[src/rtl/fz_cmp_pkg.sv]
package fz_cmp_pkg;

  localparam int unsigned LANE_W   = 32;
  localparam int unsigned EXP_LSB  = 23;
  localparam int unsigned EXP_W    = 8;
  localparam int unsigned MAG_W    = LANE_W - 1;
  localparam int unsigned OP_W     = 2;

  typedef enum logic [OP_W-1:0] {
    OP_GT  = 2'b00,
    OP_EQ  = 2'b01,
    OP_MGT = 2'b10,
    OP_MEQ = 2'b11
  } cmp_op_e;

  typedef struct packed {
    logic             sign;
    logic             zero;
    logic [MAG_W-1:0] mag;
  } lane_info_t;

endpackage

[src/rtl/fz_lane_class.sv]
module fz_lane_class
  import fz_cmp_pkg::*;
(
  input  logic [LANE_W-1:0] val_i,
  output lane_info_t        info_o
);

  always_comb begin
    info_o.sign = val_i[LANE_W-1];
    info_o.mag  = val_i[MAG_W-1:0];
    // flushed range: exponent field all zero
    info_o.zero = ~|val_i[EXP_LSB +: EXP_W];
  end

endmodule

[src/rtl/fz_lane_eval.sv]
module fz_lane_eval
  import fz_cmp_pkg::*;
(
  input  logic [OP_W-1:0]   op_i,
  input  logic [LANE_W-1:0] a_i,
  input  logic [LANE_W-1:0] b_i,
  output logic              hit_o
);

  lane_info_t a_inf, b_inf;
  logic gt_hit, eq_hit, mgt_hit, meq_hit;
  logic both_zero;

  fz_lane_class i_cls_a (.val_i(a_i), .info_o(a_inf));
  fz_lane_class i_cls_b (.val_i(b_i), .info_o(b_inf));

  assign both_zero = a_inf.zero & b_inf.zero;

  always_comb begin
    eq_hit  = (a_i == b_i) | both_zero;
    meq_hit = (a_inf.mag == b_inf.mag) | both_zero;
    mgt_hit = ~a_inf.zero & (b_inf.zero | (a_inf.mag > b_inf.mag));

    if (a_inf.zero)
      gt_hit = b_inf.sign & ~b_inf.zero;
    else if (b_inf.zero)
      gt_hit = ~a_inf.sign;
    else if (a_inf.sign)
      gt_hit = b_inf.sign & (a_i < b_i);
    else
      gt_hit = b_inf.sign | (a_i > b_i);
  end

  always_comb begin
    unique case (cmp_op_e'(op_i))
      OP_GT:   hit_o = gt_hit;
      OP_EQ:   hit_o = eq_hit;
      OP_MGT:  hit_o = mgt_hit;
      OP_MEQ:  hit_o = meq_hit;
      default: hit_o = 1'b0;
    endcase
  end

endmodule

[src/rtl/fz_out_stage.sv]
module fz_out_stage #(
  parameter int unsigned W       = 128,
  parameter bit          REG_OUT = 1'b1
) (
  input  logic         clk_i,
  input  logic         rst_ni,
  input  logic         valid_i,
  input  logic [W-1:0] data_i,
  output logic         valid_o,
  output logic [W-1:0] data_o
);

  if (REG_OUT) begin : g_reg
    logic         vld_q;
    logic [W-1:0] data_q;

    always_ff @(posedge clk_i or negedge rst_ni) begin
      if (!rst_ni) begin
        vld_q  <= 1'b0;
        data_q <= '0;
      end else begin
        vld_q <= valid_i;
        if (valid_i) data_q <= data_i;
      end
    end

    assign valid_o = vld_q;
    assign data_o  = data_q;
  end else begin : g_comb
    logic unused_clk;
    assign unused_clk = clk_i ^ rst_ni;
    assign valid_o    = valid_i;
    assign data_o     = data_i;
  end

endmodule

[src/rtl/fz_vec_cmp.sv]
module fz_vec_cmp
  import fz_cmp_pkg::*;
#(
  parameter int unsigned LANES   = 4,
  parameter bit          REG_OUT = 1'b1,
  localparam int unsigned VEC_W  = LANES * LANE_W
) (
  input  logic             clk_i,
  input  logic             rst_ni,
  input  logic             valid_i,
  input  logic [OP_W-1:0]  op_i,
  input  logic [VEC_W-1:0] a_i,
  input  logic [VEC_W-1:0] b_i,
  output logic             valid_o,
  output logic [VEC_W-1:0] mask_o
);

  logic [LANES-1:0] lane_hit;
  logic [VEC_W-1:0] mask_d;

  for (genvar l = 0; l < LANES; l++) begin : g_lane
    fz_lane_eval i_eval (
      .op_i (op_i),
      .a_i  (a_i[l*LANE_W +: LANE_W]),
      .b_i  (b_i[l*LANE_W +: LANE_W]),
      .hit_o(lane_hit[l])
    );
    assign mask_d[l*LANE_W +: LANE_W] = {LANE_W{lane_hit[l]}};
  end

  fz_out_stage #(
    .W      (VEC_W),
    .REG_OUT(REG_OUT)
  ) i_out (
    .clk_i  (clk_i),
    .rst_ni (rst_ni),
    .valid_i(valid_i),
    .data_i (mask_d),
    .valid_o(valid_o),
    .data_o (mask_o)
  );

endmodule

[config.mk]
export PLATFORM = sky130hd
export DESIGN_NAME = fz_vec_cmp
export DESIGN_NICKNAME = d
export VERILOG_FILES = /design/src/rtl/fz_cmp_pkg.sv /design/src/rtl/fz_lane_class.sv /design/src/rtl/fz_lane_eval.sv /design/src/rtl/fz_out_stage.sv /design/src/rtl/fz_vec_cmp.sv
export SDC_FILE = /design/constraint.sdc
export NUM_CORES = 1
export LEC_CHECK = 0
export CAP_MARGIN = 5
export CORE_MARGIN = 5
export CORE_UTILIZATION = 35
export CTS_CLUSTER_DIAMETER = 120
export CTS_CLUSTER_SIZE = 14
export DETAILED_ROUTE_END_ITERATION = 6
export DONT_BUFFER_PORTS = 1
export GPL_TIMING_DRIVEN = 0
export PLACE_DENSITY = 0.51
export SYNTH_ARGS = -nofsm -noshare
export SYNTH_HDL_FRONTEND = slang
export SYNTH_HIERARCHICAL = 1
export SYNTH_SLANG_ARGS = --single-unit
[constraint.sdc]
create_clock -name clk_i -period 1.5 [get_ports clk_i]
set_input_delay 0.075 -clock clk_i [delete_from_list [all_inputs] [get_ports clk_i]]
set_output_delay 0.075 -clock clk_i [all_outputs]
set_load 0.02 [all_outputs]
==> summary.txt <==
Timing
  • Max Freq: 464 MHz
  • Setup-failing EPs final: 128
  • Tmin final: 2160 ps
  • RSZ-0062 raised after global routing: true
  • Tightest Pin Transition: 802 ps
  • Skew final: 0 ps
  • Max-Slew Margin vs Limit: 45.2%
  • Final hold viol count: 129
  • Slew Limit Fails: 0
  • Crit share post-route: 144%
  • Hold Slack: -650 ps
  • Setup slack after layout: -657 ps

Yosys
  • Yosys top cell by area: dfrtp_1
  • Syn. warnings: 6
  • Ys async rst share: 100%
  • Synth cell count leaders: inv_1, buf_4, ha_1, dfrtp_1, mux2_2
  • Syn Nets: 2038
  • Sequential fraction of the synthesis area: 23.5%
  • Ys flop type: dfrtp_1
  • Seq cells post-synth: 129
  • Syn_area_per_cell: 9.01 µm²
  • Number of synthesized flops with an enable pin: 0
  • Mapped Area: 0.0137 mm²
  • Dominant cells by area after synthesis: dfrtp_1, ha_1, buf_4
  • Mapped Cells: 1525
  • Post-synth top area share: 23.5%
  • Count leader, synth: inv_1
  • Distinct cells, synth: 46

Die
  • Width of the die: 208 µm
  • DIE AREA: 0.0433 mm²
  • Placement Rows: 72
  • Core ar.: 0.0387 mm²
  • Initial Util: 35.5%
  • IO Count: 390
  • DIE HEIGHT: 208 µm

Setup path
  • Critical path buffers and inverters: 2
  • Arr. time, crit path: 2450 ps
  • CP Depth: 10
  • Slowest CP cell: a221o_2
  • Worst Setup SP: b_i[59]
  • Setup CP Type: primary input to flip-flop
  • Reg2reg setup slack: 580 ps
  • Startpoint types: primary input
  • Worst reg2reg path depth: 1
  • Critical path cell sequence: inv_2 > ha_4 > nand4_1 > nor4_4 > nand2_2 > o31ai_4 > nand3b_1 > buf_4 > a221o_2 > mux2_4
  • Crit path to: i_out/data_o[55]
  • Maximum fanout along the worst path: 8
  • Max stage delay on crit path: 500 ps
  • CP delay by family, top: simple AND/OR/NAND/NOR gates
  • CP endpoint kind: flip-flop
  • FF-to-FF End: i_out/data_o[116]
  • Req. time, crit path: 1790 ps
  • Reg-to-reg critical path startpoint: i_out/data_o[116]

Cells and area
  • # nets final: 2102
  • Fill cells: 3713
  • Final core occ: 45.3%
  • Diode count: 0
  • Register Area: 0.00323 mm²
  • Syn-to-layout area delta: 27.6%
  • Share of cells above drive strength 1: 41.6%
  • Footprint of the multi-input gates: 0.00918 mm²

Routing
  • Drt first pass iters: 5
  • Drt initial violations: 379
  • DRC: 0
  • Wire length per cell: 18.7 µm
  • Final ANT Viol Nets: 0
  • Total Routed Length: 39.7 mm
  • Vias per Instance: 4.84
  • Vias: 10300

Power
  • P_leak: 8.91 nW
  • Max VDD drop: 779 µV
  • Pwr/cell area: 782 mW/mm²

GRT
  • GRT overflow: 0
  • Initial antenna violation count: 0
  • Tot GR Track Use: 17.3%
  • Vias in the first global route: 10500
  • Pin count of the biggest net entering global routing: 130
  • Global-route wire length before repair: 60.4 mm

Clocking
  • CTS max path bufs: 2
  • Clock Sinks: 129
  • Clk Latency, worst-skew pair: 400 ps
  • H-tree depth: 4
  • # hold bufs at CTS: 1
  • Root Driver: clkbuf_16
  • Register clock-pin slew on the reported worst setup and hold paths: 70 ps
  • Cts bufs inserted: 17
  • CTS tree: built

Hold path
  • HP Class: primary input to asynchronous set/reset pin

Outcome
  • Status: finished with violations
  • Failing checks: hold timing, setup timing

Placement
  • Port buffer count: 0
  • GPL Wtd Cong: 0.858
  • Final HPWL DP: 31.9 mm

Run
  • Max Cap Viol: 0
==> cell families after synthesis <==
family                     synth area share (%)
buffers and inverters                      22.4
and+or+nand+nor                            10.6
adders and majority gates                  23.0
AOI/OAI and AO/OA                          10.1
DFF                                        23.5
muxes                                      10.5
==> repair_timing <==
item,4_1_cts,5_1_grt
endpoints found under the setup margin,128,128
pin swaps,55,40
cloned,10,3
gates resized for setup,149,71
setup buffers,22,11
hold endpoints to repair,130,129
==> metrics by stage <==
stage,area [µm²],power (mW),std cells,worst slack [ps],TNS [ps]
2_1_floorplan,14800,7.92,1525,-1010,-120500
3_3_place_gp,15500,8.69,2043,-2070,-228750
3_5_place_dp,15500,8.76,2046,-1590,-170300
4_1_cts,17200,13.7,2111,-621,-48100
5_1_grt,17500,14.5,2120,-731,-63990
6_report,17500,13.7,2120,-657,-52290
==> sequential cells by signal, indices dropped and copies added, names as in the netlist <==
register,count
i_out/valid_o,1
i_out/data_o,128
==> cell usage in the layout, fill, tap and decap left out, drive strengths merged, types with 10 or more instances in the layout <==
master / count
inv: 270
a21o: 23
clkbuf: 25
nand4: 53
ha: 252
nor3: 10
a21oi: 97
nand2: 74
or4: 16
mux2: 128
buf: 303
o21ai: 46
nor4: 18
nor2: 38
nand3: 28
dfrtp: 129
and4: 10
==> final cells by class <==
cell class / instances / area share [%]
buffer: 270 / 12.7
clock buffer: 17 / 2.43
clock inverter: 15 / 1.05
inverter: 259 / 6.23
multi-input combinational: 870 / 52.4
sequential: 129 / 18.4
tap: 518 / 3.70
timing repair buffer: 42 / 3.15
==> metal layers <==
| metal | GRT usage (%) | wire [µm] | up-vias | part of all wire, % |
|---|---|---|---|---|
| li1 | - | - | 5171 | - |
| met1 | 21.3 | 16700 | 4811 | 42 |
| met2 | 29.7 | 19000 | 248 | 48 |
| met3 | 6.37 | 3460 | 26 | 8.7 |
| met4 | 2.85 | 566 | 0 | 1.4 |
| met5 | 0 | 0 | - | 0 |
==> how the worst min path moves through the flow <==
stage	from	endpoint	slack [ps]	depth (start not counted)
global route	rst_ni	i_out/data_o[47]	-670	0
detailed placement	rst_ni	i_out/data_o[51]	-220	0
finish	rst_ni	i_out/data_o[47]	-650	0
global placement	rst_ni	i_out/data_o[51]	-220	0
CTS	rst_ni	i_out/data_o[51]	-660	0
floorplan	rst_ni	i_out/data_o[0]	-220	0
==> power by group <==
part           total [mW]  internal, mW  switching, mW
clock                4.32          2.54           1.78
combinational        4.15          2.49           1.65
sequential           5.26          4.02           1.24
total                13.7          9.05           4.67
No activity file was read; power rests on OpenSTA's default activity.
